===== src/rtl/cfg_rx_pkg.sv =====
package cfg_rx_pkg;
  typedef enum logic [2:0] {
    ST_HUNT = 3'd0,
    ST_LEN  = 3'd1,
    ST_FRM  = 3'd2,
    ST_PASS = 3'd3,
    ST_DONE = 3'd4
  } rx_state_e;
endpackage


===== src/rtl/cfg_hdr_rx.sv =====
// Start pattern search window and length field capture.
module cfg_hdr_rx #(
  parameter int               PRE_W   = 8,
  parameter logic [PRE_W-1:0] PRE_VAL = 8'hB2,
  parameter int               LEN_W   = 24
) (
  input  logic             clk,
  input  logic             rst_n,
  input  logic             din,
  input  logic             hunt_en,
  input  logic             len_en,
  output logic             pre_hit,
  output logic             len_last,
  output logic [LEN_W-1:0] len_next,
  output logic [LEN_W-1:0] len_val
);
  localparam int LC_W = $clog2(LEN_W);

  logic [PRE_W-1:0] win_q, win_d, win_shift;
  logic [LEN_W-1:0] len_q, len_d;
  logic [LC_W-1:0]  lc_q, lc_d;

  always_comb begin
    win_shift = {win_q[PRE_W-2:0], din};
    len_next  = {len_q[LEN_W-2:0], din};
    pre_hit   = hunt_en && (win_shift == PRE_VAL);
    len_last  = len_en && (lc_q == LC_W'(LEN_W - 1));
    win_d     = hunt_en ? win_shift : win_q;
    len_d     = len_en ? len_next : len_q;
    lc_d      = len_en ? lc_q + 1'b1 : lc_q;
  end

  always_ff @(posedge clk or negedge rst_n) begin
    if (!rst_n) begin
      win_q <= '0;
      len_q <= '0;
      lc_q  <= '0;
    end else begin
      win_q <= win_d;
      len_q <= len_d;
      lc_q  <= lc_d;
    end
  end

  assign len_val = len_q;
endmodule


===== src/rtl/cfg_frame_asm.sv =====
// Local frame assembly: start pair check, payload shift, write port.
module cfg_frame_asm #(
  parameter int FRAME_W    = 6,
  parameter int NUM_FRAMES = 3,
  parameter int ADDR_W     = 2,
  parameter int PAY_W      = FRAME_W - 2
) (
  input  logic              clk,
  input  logic              rst_n,
  input  logic              din,
  input  logic              bit_en,
  output logic              mem_full_evt,
  output logic              we,
  output logic [ADDR_W-1:0] addr,
  output logic [PAY_W-1:0]  data,
  output logic              err
);
  localparam int FB_W = $clog2(FRAME_W);

  logic [FB_W-1:0]   fb_q, fb_d;
  logic [ADDR_W-1:0] fi_q, fi_d, addr_q, addr_d;
  logic [PAY_W-1:0]  pay_q, pay_d, pay_sh, data_q, data_d;
  logic              s0_q, s0_d, we_q, we_d, err_q, err_d;
  logic              last_bit;

  always_comb begin
    last_bit     = bit_en && (fb_q == FB_W'(FRAME_W - 1));
    mem_full_evt = last_bit && (fi_q == ADDR_W'(NUM_FRAMES - 1));
    pay_sh       = PAY_W'({pay_q, din});
    fb_d   = fb_q;
    fi_d   = fi_q;
    pay_d  = pay_q;
    s0_d   = s0_q;
    err_d  = err_q;
    we_d   = 1'b0;
    addr_d = addr_q;
    data_d = data_q;
    if (bit_en) begin
      fb_d = last_bit ? '0 : fb_q + 1'b1;
      if (fb_q == FB_W'(0)) s0_d = din;
      if ((fb_q == FB_W'(1)) && (s0_q || !din)) err_d = 1'b1;
      if (fb_q >= FB_W'(2)) pay_d = pay_sh;
    end
    if (last_bit) begin
      we_d   = 1'b1;
      addr_d = fi_q;
      data_d = pay_sh;
      fi_d   = fi_q + 1'b1;
    end
  end

  always_ff @(posedge clk or negedge rst_n) begin
    if (!rst_n) begin
      fb_q   <= '0;
      fi_q   <= '0;
      pay_q  <= '0;
      s0_q   <= 1'b0;
      err_q  <= 1'b0;
      we_q   <= 1'b0;
      addr_q <= '0;
      data_q <= '0;
    end else begin
      fb_q   <= fb_d;
      fi_q   <= fi_d;
      pay_q  <= pay_d;
      s0_q   <= s0_d;
      err_q  <= err_d;
      we_q   <= we_d;
      addr_q <= addr_d;
      data_q <= data_d;
    end
  end

  assign we   = we_q;
  assign addr = addr_q;
  assign data = data_q;
  assign err  = err_q;
endmodule


===== src/rtl/cfg_dout_retime.sv =====
// Falling-edge output stage: forwarded bit or idle high.
module cfg_dout_retime (
  input  logic clk,
  input  logic rst_n,
  input  logic fwd,
  input  logic bit_in,
  output logic dout
);
  logic out_q, out_d;

  always_comb out_d = fwd ? bit_in : 1'b1;

  always_ff @(negedge clk or negedge rst_n) begin
    if (!rst_n) out_q <= 1'b1;
    else        out_q <= out_d;
  end

  assign dout = out_q;
endmodule


===== src/rtl/cfg_chain_rx.sv =====
module cfg_chain_rx
  import cfg_rx_pkg::*;
#(
  parameter int               PRE_W      = 8,
  parameter logic [PRE_W-1:0] PRE_VAL    = 8'hB2,
  parameter int               LEN_W      = 24,
  parameter int               FRAME_W    = 6,
  parameter int               NUM_FRAMES = 3,
  parameter int               ADDR_W     = (NUM_FRAMES > 1) ? $clog2(NUM_FRAMES) : 1,
  parameter int               PAY_W      = FRAME_W - 2
) (
  input  logic              cclk,
  input  logic              prog_n,
  input  logic              din,
  output logic              dout,
  output logic              frm_we,
  output logic [ADDR_W-1:0] frm_addr,
  output logic [PAY_W-1:0]  frm_data,
  output logic              cfg_done,
  output logic              cfg_err
);
  // reset release synchronizer
  logic [1:0] rs_q;
  logic       rst_n;

  always_ff @(posedge cclk or negedge prog_n) begin
    if (!prog_n) rs_q <= 2'b00;
    else         rs_q <= {rs_q[0], 1'b1};
  end
  assign rst_n = rs_q[1];

  rx_state_e        st_q, st_d;
  logic [LEN_W-1:0] cnt_q, cnt_d, cnt_inc;
  logic             fwd_q, fwd_d, bit_q;
  logic             hunt_en, len_en, frm_en, count_en, hit_len;
  logic             pre_hit, len_last, mem_full_evt;
  logic [LEN_W-1:0] len_next, len_val;

  cfg_hdr_rx #(.PRE_W(PRE_W), .PRE_VAL(PRE_VAL), .LEN_W(LEN_W)) u_hdr (
    .clk(cclk), .rst_n(rst_n), .din(din),
    .hunt_en(hunt_en), .len_en(len_en),
    .pre_hit(pre_hit), .len_last(len_last),
    .len_next(len_next), .len_val(len_val)
  );

  cfg_frame_asm #(.FRAME_W(FRAME_W), .NUM_FRAMES(NUM_FRAMES),
                  .ADDR_W(ADDR_W), .PAY_W(PAY_W)) u_frm (
    .clk(cclk), .rst_n(rst_n), .din(din), .bit_en(frm_en),
    .mem_full_evt(mem_full_evt), .we(frm_we), .addr(frm_addr),
    .data(frm_data), .err(cfg_err)
  );

  cfg_dout_retime u_out (
    .clk(cclk), .rst_n(rst_n), .fwd(fwd_q), .bit_in(bit_q), .dout(dout)
  );

  always_comb begin
    hunt_en  = (st_q == ST_HUNT);
    len_en   = (st_q == ST_LEN);
    frm_en   = (st_q == ST_FRM);
    count_en = frm_en || (st_q == ST_PASS);
    cnt_inc  = cnt_q + 1'b1;
    hit_len  = count_en && (cnt_inc == len_val);
    cnt_d    = count_en ? cnt_inc : cnt_q;
    fwd_d    = hunt_en || len_en || (st_q == ST_PASS);
    st_d     = st_q;
    unique case (st_q)
      ST_HUNT: if (pre_hit) st_d = ST_LEN;
      ST_LEN:  if (len_last) st_d = (len_next == '0) ? ST_DONE : ST_FRM;
      ST_FRM: begin
        if (hit_len)           st_d = ST_DONE;
        else if (mem_full_evt) st_d = ST_PASS;
      end
      ST_PASS: if (hit_len) st_d = ST_DONE;
      default: st_d = ST_DONE;
    endcase
  end

  always_ff @(posedge cclk or negedge rst_n) begin
    if (!rst_n) begin
      st_q  <= ST_HUNT;
      cnt_q <= '0;
      fwd_q <= 1'b0;
      bit_q <= 1'b1;
    end else begin
      st_q  <= st_d;
      cnt_q <= cnt_d;
      fwd_q <= fwd_d;
      bit_q <= din;
    end
  end

  assign cfg_done = (st_q == ST_DONE);
endmodule


===== config.mk =====
export PLATFORM = sky130hd
export DESIGN_NAME = cfg_chain_rx
export DESIGN_NICKNAME = d
export VERILOG_FILES = /design/src/rtl/cfg_rx_pkg.sv /design/src/rtl/cfg_hdr_rx.sv /design/src/rtl/cfg_frame_asm.sv /design/src/rtl/cfg_dout_retime.sv /design/src/rtl/cfg_chain_rx.sv
export SDC_FILE = /design/constraint.sdc
export NUM_CORES = 1
export LEC_CHECK = 0
export BUFFER_PORTS_ARGS = -buffer_cell sky130_fd_sc_hd__buf_2
export CORE_ASPECT_RATIO = 1.1
export CORE_MARGIN = 8
export CORE_UTILIZATION = 60
export CTS_BUF_LIST = sky130_fd_sc_hd__clkbuf_8 sky130_fd_sc_hd__clkbuf_16
export CTS_CLUSTER_DIAMETER = 50
export DETAILED_ROUTE_END_ITERATION = 10
export GPL_TIMING_DRIVEN = 0
export PLACE_DENSITY_LB_ADDON = 0.05
export REMOVE_ABC_BUFFERS = 1
export SKIP_CTS_REPAIR_TIMING = 1
export SYNTH_ARGS = -nofsm -noshare
export SYNTH_HDL_FRONTEND = slang
export SYNTH_SLANG_ARGS = --single-unit

===== constraint.sdc =====
create_clock -name cclk -period 4.4 [get_ports cclk]
set_input_delay 1.1 -clock cclk [delete_from_list [all_inputs] [get_ports cclk]]
set_output_delay 1.1 -clock cclk [all_outputs]
set_load 0.01 [all_outputs]

==> Word level (Yosys, flattened, before mapping) <==
Cells that the tools add are included.
{ "classes": {"n_addsub": 4, "n_lt_le_gt_ge": 1, "eq_ne": 14, "n_mux": 10, "reduce_logical": 18} }
{ "ops": {"columns": ["op", "n"], "rows": [
  ["$add A24 B1 Y24 const B", 1],
  ["$eq A24 B24 Y1", 1],
  ["$logic_not A24 Y1", 1],
  ["$mux W3", 7],
  ["$pmux W3 S4", 1],
  ["$eq A8 B8 Y1 const B", 1],
  ["$eq A3 B1 Y1 const B", 2],
  ["$eq A3 B2 Y1 const B", 2],
  ["$eq A3 B3 Y1 const B", 2],
  ["$logic_and A1 B1 Y1", 6],
  ["$logic_not A3 Y1", 2],
  ["$ne A2 B2 Y1 const B", 3],
  ["$reduce_and A2 Y1", 3],
  ["$add A5 B1 Y5 const B", 1],
  ["$eq A5 B5 Y1 const B", 1],
  ["$logic_or A1 B1 Y1", 4],
  ["$reduce_and A4 Y1", 1],
  ["$add A3 B1 Y3 const B", 1],
  ["$ge A3 B2 Y1 const B", 1],
  ["$ne A3 B3 Y1 const B", 1],
  ["$add A2 B1 Y2 const B", 1],
  ["$eq A2 B2 Y1 const B", 1],
  ["$mux W1", 2],
  ["$logic_not A1 Y1", 1]
]} }
{ "totals": {"regBits": 85, "inputBits": 3, "out_inout_bits": 10, "elab_cells": 64} }

==> Depth between registers and ports, before layout <==
{ "depth": {"depth_word": 6, "mapped_depth": 9, "mapped_depth_nobuf": 8} }

==> Cells and area by module <==
From an unflattened synthesis, not the netlist that was laid out.
{ "unflattened": {"hier_cells": 432, "area_unflattened_um2": 4679.5} }
{ "modules_own_cells": {"columns": ["mod", "instances", "cells_each", "area_each_um2", "seq_area_each_um2"], "rows": [
  ["cfg_chain_rx", 1, 266, 2334.7, 777.0],
  ["cfg_hdr_rx", 1, 109, 1569.0, 900.9],
  ["cfg_frame_asm", 1, 54, 739.5, 425.4],
  ["cfg_dout_retime", 1, 3, 36.3, 26.3]
]} }

==> out/results.ini <==
[logic_synthesis]
synthesis.area_per_instance_um2=11.0
yosysTopAreaCell=dfrtp_1
synth.cells.most_frequent=dfrtp_1 (83), mux2_2 (42), xnor2_1 (39), nand2_1 (23), xor2_1 (22)
synth-edff-count=0
syn-instance-count=387
yosys-top-cells-area=dfrtp_1 (49%), mux2_2 (11%), xnor2_1 (8.0%), xor2_1 (4.5%), nand3_1 (2.3%)
yosysSeqAreaShare_pct=49.8
synth.mux.area_fraction_pct=11.3
netlist_area_um2=4270
synth_top_family_by_area=simple AND/OR/NAND/NOR gates
yosys.area_share.adder_pct=2.05
ys_async_sr_fraction_pct=100
synthSimpleGateAreaFrac_pct=16.7
synth_ff_type=dfrtp_1
synth_top_area_share_pct=48.6
synth_seq_cells=85
yosys_warnings=0
synth_compound_area_share_pct=4.92
yosysMostFrequentCell=dfrtp_1
synth_cell_type_count=47
synth_xor_area_share_pct=12.5

[finish]
nets=406
fin_cells=486
syn_to_final_growth_pct=7.70
fin_util_pct=66.1
antenna_cells=0
fin_area_um2=4600
drive_gt1_share_pct=21.9

[worst_setup_path]
critPathLaunch=u_out.dout
reg2reg_slack_ns=1.36
cp-end-kind=primary output
critPathKind=flop to primary output
path_delay_family=flip-flops
cp_slowest_stage_delay_ns=0.50
arrival_ns=3.19
rr_endpoint=u_out.dout
cp-endpoint=dout
cp_max_fo=1
regToRegStartpoint=rs_q[1]
worst-path-buf-inv=1
reg2reg_depth=1
startpoint_type=flop
cpMaxStageDelayCell=dfstp_2
cp.required_ns=3.30
path_depth=1
path_cells=buf_2

[grt]
grt_pass1_vias=2836
grt_max_degree=68
grt_use_total_pct=17.1
antenna_found_initial=0
overflow=0
grt_pass1_wl_um=13700

[placement]
dp_cells=470
hpwl_um=5710
portBuffers=12
dpl_cell_area_um2=4430
gp_routability_congestion=0.865

[drt]
drc=0
drt_iter0_drc=104
first_pass_iters=4
wl_um=7800
drtAntennaViolNets=0
vias_per_cell=5.84
num_vias=2836
routedWlPerCell_um=16.0

[sta]
tightest_slew_ns=1.09
fin_skew_ns=0.0358
rsz0062_at_grt=no
hold_viol=0
finalSetupViolCount=0
final.setup.tns_ns=0
slew_violations=0
slew_headroom_pct=26.9

[floorplan]
floorplan.initialDensity_pct=61.3
die_w_um=96.5
die_y_um=105
fp.coreArea_um2=6970
rows=32
dieArea_um2=10100
io_pins=13

[clock_tree]
clock_latency_ns=0.38
cts_buffers=9
htree_num_levels=3
cts_root_buf=clkbuf_8
clkTransAtPathRegs_ns=0.08
cts_tree=done
cts.sinks=85
cts_buffer_depth=2

[status]
status=complete, no violations

[power_and_ir_drop]
p_leak_nw=2.17
fin_total_pwr_mw=1.30
power.density_nw_per_um2=283
ir_worst_vdd_mv=0.248

[min_path]
hp-class=flop to asynchronous set/reset pin

[job]
maxCapViolCount=0

[cells by family after synthesis]
kind of cell	after synthesis
other	1
AO/OA/AOI/OAI	31
XOR/XNOR	61
flip-flops	85
adder cells (fa/ha/maj)	7
buffers and inverters	28
multiplexers	43
AND/OR/NAND/NOR	131
[sequential cells by signal, indices dropped and copies added, names as in the netlist, 2 cells and up]
signal,count
cnt_q,24
rs_q,2
st_q,3
u_frm.addr,2
u_frm.data,4
u_frm.fb_q,3
u_frm.fi_q,2
u_frm.pay_q,3
u_hdr.lc_q,5
u_hdr.len_val,24
u_hdr.win_q,7
[per-stage QoR]
stage / setup slack (ns) / hold WS [ns]
global placement: -0.393 / 0.341
CTS: 0.0923 / 0.213
floorplan: 0.238 / 0.331
finish: 0.105 / 0.203
global route: 0.0771 / 0.230
detailed placement: 0.493 / 0.202
[routing by layer]
layer  GRT usage, %  part of all wire, %
met1           24.1                   49
met2           25.3                   47
met3           4.12                  2.8
met4           4.88                  1.4
met5              0                    0
[layout by cell type (no fill, tap or decap), types with 3 or more instances in the layout]
| cell type | n |
|---|---|
| nor2b_1 | 3 |
| or3_1 | 4 |
| and3_1 | 3 |
| xor2_1 | 22 |
| buf_2 | 12 |
| nand2b_1 | 3 |
| a21oi_1 | 6 |
| nor4_1 | 13 |
| nand3_1 | 20 |
| dfrtp_1 | 82 |
| clkbuf_8 | 9 |
| inv_1 | 10 |
| o21ai_0 | 9 |
| nand2_1 | 23 |
| nand4_1 | 12 |
| nor2_1 | 19 |
| nor3_1 | 13 |
| ha_1 | 7 |
| or4_1 | 3 |
| xnor2_1 | 39 |
| mux2_2 | 42 |
[worst min-delay path by stage]
stage	slack (ns)	cells after the start	endpoint
2_1_floorplan	0.33	0	rs_q[1]
6_report	0.20	0	cnt_q[19]
3_3_place_gp	0.34	0	rs_q[1]
3_5_place_dp	0.20	0	cnt_q[18]
4_1_cts	0.21	0	cnt_q[18]
5_1_grt	0.23	0	cnt_q[10]
[report_power, final]
| group | internal [mW] | switching [mW] |
|---|---|---|
| clock | 0.208 | 0.288 |
| combinational | 0.00439 | 0.0143 |
| sequential | 0.783 | 0.00364 |
[area by class of cell]
class                      instances  area, µm²
sequential                        85       2130
tap                               85        106
inverter                          10       37.5
clock buffer                       9        124
timing repair buffer              15        106
multi-input combinational        274       2040
clock inverter                     8       55.1
fill                             551       2360
(Power assumes the default switching activity.)
